### config.mk
export PLATFORM = sky130hd
export DESIGN_NAME = pal_fixed_or
export DESIGN_NICKNAME = d
export VERILOG_FILES = /design/src/rtl/pal_pkg.sv /design/src/rtl/pal_literal_gen.sv /design/src/rtl/pal_product_term.sv /design/src/rtl/pal_or_pairs.sv /design/src/rtl/pal_fixed_or.sv
export SDC_FILE = /design/constraint.sdc
export NUM_CORES = 1
export LEC_CHECK = 0
export BUFFER_PORTS_ARGS = -buffer_cell sky130_fd_sc_hd__buf_4
export CAP_MARGIN = 20
export CORE_AREA = 3 3 131 133
export DETAILED_ROUTE_END_ITERATION = 8
export DIE_AREA = 0 0 134 136
export GPL_TIMING_DRIVEN = 0
export PLACE_DENSITY_LB_ADDON = 0.25
export RECOVER_POWER = 25
export SYNTH_ARGS = -nofsm -noshare
export SYNTH_HDL_FRONTEND = slang
export SYNTH_SLANG_ARGS = --single-unit
### constraint.sdc
create_clock -name vclk -period 2.5
set_input_delay 0.625 -clock vclk [all_inputs]
set_output_delay 0.625 -clock vclk [all_outputs]
set_load 0.03 [all_outputs]
### src/rtl/pal_pkg.sv
package pal_pkg;
    localparam int PAL_INPUTS    = 10;
    localparam int PAL_TERMS     = 16;
    localparam int PAL_PER_OUT   = 2;
    localparam int PAL_OUTPUTS   = PAL_TERMS / PAL_PER_OUT;
    localparam int PAL_COLS      = 2 * PAL_INPUTS;
    localparam int PAL_FUSE_BITS = PAL_TERMS * PAL_COLS;

    typedef enum logic {
        POL_TRUE = 1'b0,
        POL_COMP = 1'b1
    } lit_pol_e;

    // Column index of a literal within one term row
    function automatic int col_index(input int inp, input lit_pol_e pol);
        return 2 * inp + int'(pol);
    endfunction

    // First fuse bit of a term row
    function automatic int row_base(input int term, input int cols);
        return term * cols;
    endfunction
endpackage

### src/rtl/pal_literal_gen.sv
module pal_literal_gen
    import pal_pkg::*;
#(
    parameter int N_IN = PAL_INPUTS,
    localparam int N_COL = 2 * N_IN
) (
    input  logic [N_IN-1:0]  sig_in,
    output logic [N_COL-1:0] cols
);
    for (genvar i = 0; i < N_IN; i++) begin : g_lit
        assign cols[col_index(i, POL_TRUE)] = sig_in[i];
        assign cols[col_index(i, POL_COMP)] = ~sig_in[i];
    end
endmodule

### src/rtl/pal_product_term.sv
module pal_product_term
    import pal_pkg::*;
#(
    parameter int N_IN = PAL_INPUTS,
    localparam int N_COL = 2 * N_IN
) (
    input  logic [N_IN-1:0]  sig_in,
    input  logic [N_COL-1:0] cols,
    input  logic [N_COL-1:0] fuse_row,
    output logic             term
);
    logic [N_IN-1:0] keep_true;
    logic [N_IN-1:0] keep_comp;

    for (genvar i = 0; i < N_IN; i++) begin : g_split
        assign keep_true[i] = fuse_row[col_index(i, POL_TRUE)];
        assign keep_comp[i] = fuse_row[col_index(i, POL_COMP)];
    end

    // A blown fuse forces its column to 1 in the wide AND
    assign term = &(cols | ~fuse_row);

    always_comb begin
        // contradictory literals pin the term low
        p_contra_low_r4: assert ((keep_true & keep_comp) == '0 || !term)
            else $error("R4: term high with both polarities intact");
        // no literals means the term is high
        p_empty_high_r5: assert (fuse_row != '0 || term)
            else $error("R5: empty term not high");
        // a high term agrees with every kept literal
        p_lit_agree_r2: assert (!term ||
                                ((&(sig_in | ~keep_true)) && (&(~sig_in | ~keep_comp))))
            else $error("R2: term high against a kept literal");
    end
endmodule

### src/rtl/pal_or_pairs.sv
module pal_or_pairs
    import pal_pkg::*;
#(
    parameter int N_TERMS = PAL_TERMS,
    parameter int PER_OUT = PAL_PER_OUT,
    localparam int N_OUT = N_TERMS / PER_OUT
) (
    input  logic [N_TERMS-1:0] terms,
    output logic [N_OUT-1:0]   outs
);
    for (genvar k = 0; k < N_OUT; k++) begin : g_or
        assign outs[k] = |terms[k*PER_OUT +: PER_OUT];
    end
endmodule

### src/rtl/pal_fixed_or.sv
module pal_fixed_or
    import pal_pkg::*;
#(
    parameter int N_IN    = PAL_INPUTS,
    parameter int N_TERMS = PAL_TERMS,
    parameter int PER_OUT = PAL_PER_OUT,
    localparam int N_COL  = 2 * N_IN,
    localparam int N_OUT  = N_TERMS / PER_OUT,
    localparam int N_FUSE = N_TERMS * N_COL
) (
    input  logic [N_IN-1:0]   sig_in,
    input  logic [N_FUSE-1:0] fuse_map,
    output logic [N_OUT-1:0]  sig_out
);
    logic [N_COL-1:0]   cols;
    logic [N_TERMS-1:0] terms;

    pal_literal_gen #(.N_IN(N_IN)) u_lit (
        .sig_in (sig_in),
        .cols   (cols)
    );

    for (genvar t = 0; t < N_TERMS; t++) begin : g_term
        pal_product_term #(.N_IN(N_IN)) u_pt (
            .sig_in   (sig_in),
            .cols     (cols),
            .fuse_row (fuse_map[row_base(t, N_COL) +: N_COL]),
            .term     (terms[t])
        );
    end

    pal_or_pairs #(.N_TERMS(N_TERMS), .PER_OUT(PER_OUT)) u_or (
        .terms (terms),
        .outs  (sig_out)
    );

    for (genvar k = 0; k < N_OUT; k++) begin : g_chk
        localparam int LO = row_base(k * PER_OUT, N_COL);
        always_comb begin
            // an output whose rows are fully intact stays low
            p_unprog_low_r3: assert (!(&fuse_map[LO +: PER_OUT*N_COL]) || !sig_out[k])
                else $error("R3: unprogrammed output high");
        end
    end
endmodule

==> flow_metrics.py, run 1 <==
metrics = {
    "die": {
        "start_util_pct": 13.8,
        "design.die.area_um2": 18200,
        "die_w_um": 134,
        "core_um2": 15900,
        "ioPinCount": 338,
        "chip_height_um": 136,
        "std_cell_rows": 46,
    },
    "synth": {
        "synth.cell_area_um2": 2200,
        "synth_adder_area_share_pct": 0,
        "synth_compound_area_share_pct": 2.28,
        "netlist_cell_types": 7,
        "syn_avg_cell_area_um2": 7.73,
        "synth_seq_area_share_pct": 0,
        "synth_top_family_by_area": "multiplexers",
        "syn_nets": 614,
        "yosysWarnings": 0,
        "synth.area.mux_share_pct": 72.9,
        "synth_xor_xnor_area_share_pct": 0,
        "synth_instances": 284,
        "yosys.area_share.simple_pct": 19.1,
    },
    "power_and_ir_drop": {
        "power.share.switching_pct": 34.6,
        "p_clk_share_pct": 0,
        "share_seq_of_total_power_pct": 0,
        "vdd_drop_max_uv": 78.2,
        "cell_internal_pwr_uw": 580,
        "p_total_uw": 886,
        "leakagePower_nw": 3.13,
        "switchingPower_uw": 307,
        "p_comb_share_pct": 100.0,
        "p_per_area_nw_per_um2": 152,
    },
    "place": {
        "number_of_input_and_output_port_buffers_inserted": 328,
        "gp_congestion": 0.810,
        "post-dp-hpwl_um": 14200,
        "post-place-ws_ps": -359,
    },
    "min_path": {
        "worstHoldPathType": "input port to output pin",
    },
    "routing": {
        "detail_route.wirelength_um": 17300,
        "antenna_violating_nets_post_route": 0,
        "dr_total_vias": 3602,
        "drtPass1Iterations": 5,
        "vias_cell": 4.19,
        "drcViolationCount": 0,
        "wl_per_cell_um": 20.1,
        "starting_drt_drc_count": 73,
    },
    "final_layout": {
        "finalNetCount": 975,
        "layout-area-overhead-vs-synth_pct": 165,
        "final_layout_size_suffix_gt1_share_pct": 63.3,
        "sequential_cell_area_um2": 0,
        "sequential_cells": 0,
        "final_cell_mix": "sky130_fd_sc_hd__buf_4, sky130_fd_sc_hd__mux2i_1, sky130_fd_sc_hd__nand2_1",
        "num-clock-buffers": 0,
        "num_antenna_cells": 0,
        "most_common_cell_after_layout_fill_and_taps_aside": "sky130_fd_sc_hd__buf_4",
    },
    "critical_path": {
        "critical_path.top_delay_family": "simple AND/OR/NAND/NOR gates",
        "end_kind": "output pin",
        "critical_path.most_common_cell": "sky130_fd_sc_hd__buf_6",
        "cp-start-kind": "input port",
        "max_stage_delay_ps": 490,
        "crit_slowest_cell": "sky130_fd_sc_hd__or4_4",
        "crit_buf_inv": 4,
        "critPathRequiredTime_ps": 1880,
        "critical_path_peak_fanout": 8,
        "critical_path.cell_chain": "buf_12 -> buf_16 -> buf_6 -> mux2i_2 -> nand2_1 -> or4_4 -> o22ai_4 -> buf_6",
        "critical_path_arrival_ps": 2050,
        "setup.worst_path.class": "input port to output pin",
    },
    "grt": {
        "groute.layer.met3.usage_pct": 3.33,
        "antenna_found_initial": 0,
        "gr-total-overflow": 0,
        "layer_with_the_highest_usage_after_global_routing": "met2",
        "grtUsageMet1_pct": 19.3,
        "grt_start_max_net_pins": 11,
        "vias_in_the_first_global_route": 3937,
        "global_route.usage.total_pct": 17.1,
        "use_met2_pct": 33.6,
        "global_route_wire_length_before_repair_um": 23300,
    },
    "run": {
        "timing.max_cap.violations": 0,
    },
    "timing": {
        "max_clock_freq_mhz": 374,
        "period_needed_ps": 2670,
        "max_slew.worst_pin.slew_ps": 264,
        "hold-worst-slack_ps": 1680,
        "final_count_of_negative_setup_slack_endpoints": 8,
        "finalWorstSetupSlack_ps": -172,
        "finalHoldViolations": 0,
        "fin_tns_setup_ps": -1160,
        "grt_setup_unrepaired": "yes",
        "slew_viol_final": 0,
        "final_min_period_over_clock_period_pct": 107,
        "slew-limit-headroom_pct": 81.9,
    },
    "outcome": {
        "run_status": "complete, but fails checks",
        "violations": "negative setup slack",
    },
    "clock_network": {
        "count_of_hold_fix_buffers_inserted_at_cts": 0,
    },
}
## power by group through the flow
stage	Sequential [mW]	Clock (mW)	Combinational (mW)
after floorplan	0	0	0.318
after global placement	0	0	0.782
after detailed placement	0	0	0.793
after CTS	0	0	0.868
after global routing	0	0	0.952
final	0	0	0.886
## kinds of logic after synthesis
kind of cell	after synthesis
buf+inv	20
compound gates	8
simple gates	96
mux	160
## repair_timing
item / in CTS / in global routing
setup buffers: 17 / 10
gates resized for setup: 37 / 6
setup endpoints to repair: 8 / 8
cloned: 2 / 2
pin swaps: 5 / 7
## area by class of cell
| cell class | count | area (um2) |
|---|---|---|
| Fill cell | 1646 | 10100 |
| Timing Repair Buffer | 359 | 2850 |
| Multi-Input combinational cell | 264 | 2260 |
| Buffer | 20 | 433 |
| Tap cell | 216 | 270 |
## synthesized netlist by cell type
cell	n	area (um2)
sky130_fd_sc_hd__o22ai_1	8	50.1
sky130_fd_sc_hd__nand2_1	80	300
sky130_fd_sc_hd__buf_4	2	15.0
sky130_fd_sc_hd__or4_1	16	120
sky130_fd_sc_hd__buf_2	15	75.1
sky130_fd_sc_hd__buf_6	3	33.8
sky130_fd_sc_hd__mux2i_1	160	1600
## final timing paths
check    startpoint  depth (start not counted)  slack [ps]         end
min    fuse_map[72]                          5        1680  sig_out[1]
max       sig_in[5]                          8        -170  sig_out[2]
## layer usage
| metal | up-vias | wire, um |
|---|---|---|
| li1 | 1773 | - |
| met1 | 1589 | 6340 |
| met2 | 220 | 9200 |
| met3 | 20 | 1400 |
| met4 | 0 | 333 |
| met5 | - | 0 |
## per-stage QoR
stage,area [um2],cells,util (%)
6_report,5820,859,36.5
5_1_grt,5820,859,36.5
4_1_cts,5670,847,35.6
3_5_place_dp,5280,828,33.1
3_3_place_gp,5280,828,33.1
2_1_floorplan,2550,284,-
(Power assumes the default switching activity.)
==> inputs of run 2 (changes only) <==
--- a/config.mk
+++ b/config.mk
@@ -5,6 +5,7 @@
 export SDC_FILE = /design/constraint.sdc
 export NUM_CORES = 1
 export LEC_CHECK = 0
+export ABC_AREA = 1
 export BUFFER_PORTS_ARGS = -buffer_cell sky130_fd_sc_hd__buf_4
 export CAP_MARGIN = 20
 export CORE_AREA = 3 3 131 133
==> flow_metrics.py, run 2 <==
metrics = {
    "final_layout": {
        "num-clock-buffers": 0,
        "multi_input_area_um2": 2250,
        "final_layout_size_suffix_gt1_share_pct": 38.0,
        "layout-area-overhead-vs-synth_pct": 99.5,
        "postLayoutCoreUtil_pct": 35.7,
        "num_antenna_cells": 0,
        "sequential_cells": 0,
        "most_common_cell_after_layout_fill_and_taps_aside": "sky130_fd_sc_hd__nand2_1",
        "sequential_cell_area_um2": 0,
        "finalNetCount": 1357,
        "final_cell_mix": "sky130_fd_sc_hd__nand2_1, sky130_fd_sc_hd__buf_4, sky130_fd_sc_hd__inv_1",
        "fillerInstances": 1881,
    },
    "die": {
        "design.die.area_um2": 18200,
        "start_util_pct": 17.9,
        "ioPinCount": 338,
        "core_um2": 15900,
        "chip_height_um": 136,
        "std_cell_rows": 46,
        "die_w_um": 134,
    },
    "routing": {
        "drtPass1Iterations": 5,
        "dr_total_vias": 5081,
        "starting_drt_drc_count": 241,
        "vias_cell": 4.09,
        "wl_per_cell_um": 15.2,
        "detail_route.wirelength_um": 18800,
        "antenna_violating_nets_post_route": 0,
        "drcViolationCount": 0,
    },
    "power_and_ir_drop": {
        "vdd_drop_max_uv": 61.6,
        "leakagePower_nw": 3.63,
        "share_seq_of_total_power_pct": 0,
        "cell_internal_pwr_uw": 475,
        "p_comb_share_pct": 100.0,
        "p_per_area_nw_per_um2": 149,
        "p_clk_share_pct": 0,
        "power.share.switching_pct": 44.1,
        "switchingPower_uw": 375,
    },
    "grt": {
        "grt_start_max_net_pins": 11,
        "global_route_wire_length_before_repair_um": 26300,
        "global_route.usage.total_pct": 18.7,
        "gr-total-overflow": 0,
        "antenna_found_initial": 0,
        "vias_in_the_first_global_route": 4912,
    },
    "critical_path": {
        "critical_path.cell_chain": "buf_4 -> buf_2 -> nand2_1 -> nand4_1 -> nor2_1 -> nand2_1 -> nand2_1 -> buf_4",
        "end_kind": "output pin",
        "critical_path_arrival_ps": 1810,
        "crit_buf_inv": 3,
        "critical_path.most_common_cell": "sky130_fd_sc_hd__nand2_1",
        "max_stage_delay_ps": 310,
        "setup.worst_path.class": "input port to output pin",
        "cp-start-kind": "input port",
        "crit_slowest_cell": "sky130_fd_sc_hd__buf_2",
        "critical_path_peak_fanout": 10,
        "critical_path.top_delay_family": "buffers and inverters",
        "critPathRequiredTime_ps": 1880,
    },
    "synth": {
        "synth_top_cell_area_share_pct": 47.9,
        "synth_instances": 694,
        "syn_avg_cell_area_um2": 4.11,
        "post-synth-top-area-cell": "sky130_fd_sc_hd__nand2_1",
        "synth_commonest_cells": "sky130_fd_sc_hd__nand2_1, sky130_fd_sc_hd__inv_1, sky130_fd_sc_hd__nor2_1, sky130_fd_sc_hd__o21ai_0, sky130_fd_sc_hd__nand4_1",
        "netlist_top_cells_area": "sky130_fd_sc_hd__nand2_1, sky130_fd_sc_hd__inv_1, sky130_fd_sc_hd__nor2_1, sky130_fd_sc_hd__o21ai_0, sky130_fd_sc_hd__nand4_1",
        "synth_seq_area_share_pct": 0,
        "yosysWarnings": 0,
        "synth.cell_area_um2": 2850,
        "netlist_cell_types": 16,
        "syn_nets": 1024,
        "synthMostInstantiatedCell": "sky130_fd_sc_hd__nand2_1",
    },
    "timing": {
        "final_min_period_over_clock_period_pct": 97.4,
        "slew_viol_final": 0,
        "finalHoldViolations": 0,
        "grt_setup_unrepaired": "no",
        "final_count_of_negative_setup_slack_endpoints": 0,
        "fin_tns_setup_ps": 0,
        "max_slew.worst_pin.slew_ps": 290,
        "period_needed_ps": 2430,
        "slew-limit-headroom_pct": 80.7,
        "max_clock_freq_mhz": 411,
    },
    "place": {
        "number_of_input_and_output_port_buffers_inserted": 331,
        "gp_congestion": 0.826,
        "post-dp-hpwl_um": 16300,
    },
    "run": {
        "timing.max_cap.violations": 0,
    },
    "clock_network": {
        "count_of_hold_fix_buffers_inserted_at_cts": 0,
    },
    "outcome": {
        "run_status": "finished clean",
    },
    "min_path": {
        "worstHoldPathType": "input port to output pin",
    },
}
## run 2: cell count changes in the layout (fill, tap and decap cells not counted), sizes merged, moves of 8 or more
cell / before / now
o21ai: 0 / 36
o22ai: 8 / 0
nand3: 0 / 10
buf: 377 / 357
mux2i: 160 / 0
or4: 16 / 0
nand4: 0 / 19
nand2: 80 / 367
nor2: 0 / 113
inv: 0 / 116
## run 2: repair_timing
action / CTS / global route
endpoints found under the setup margin: 6 / 7
pin swaps: 2 / 4
setup buffers: 0 / 0
resized for setup: 10 / 26
## run 2: layout make-up
type,instances,share of cell area (%)
Timing Repair Buffer,331,43.7
Multi-Input combinational cell,548,39.5
Buffer,29,4.13
Inverter,117,7.91
Tap cell,216,4.75
## run 2: final timing paths
| kind | from | endpoint | cells past startpoint |
|---|---|---|---|
| hold / removal | fuse_map[180] | sig_out[4] | 7 |
| setup / recovery | sig_in[9] | sig_out[4] | 8 |
## run 2: metal layers
metal | track usage, % | part of all wire (%)
met1 | 21.7 | 40
met2 | 36.2 | 50
met3 | 3.77 | 8.3
met4 | 2.51 | 1.5
met5 | 0 | 0
## run 2: metrics by stage
step	setup slack [ps]	power [mW]	hold slack (ps)	area [um2]	instances
after floorplan	404	0.326	1600	2850	694
after global placement	-161	0.828	1720	5610	1241
after detailed placement	-165	0.833	1720	5610	1241
after CTS	6.85	0.842	1720	5640	1241
after global routing	3.05	0.943	1760	5690	1241
final	66.1	0.850	1720	5690	1241
## run 2: tightest hold or removal path: cells and delay by family
family        cells  cell delay (ps)
buf+inv           2              240
simple gates      5              230
## run 2: cells by family after synthesis
family,after synthesis,synth area share (%)
AOI/OAI and AO/OA,36,6.32
buffers and inverters,146,23.5
and+or+nand+nor,512,70.2
## run 2: power by group through the flow
| stage | registers [mW] | clock network (mW) | logic [mW] |
|---|---|---|---|
| 2_1_floorplan | 0 | 0 | 0.326 |
| 3_3_place_gp | 0 | 0 | 0.828 |
| 3_5_place_dp | 0 | 0 | 0.833 |
| 4_1_cts | 0 | 0 | 0.842 |
| 5_1_grt | 0 | 0 | 0.943 |
| 6_report | 0 | 0 | 0.850 |
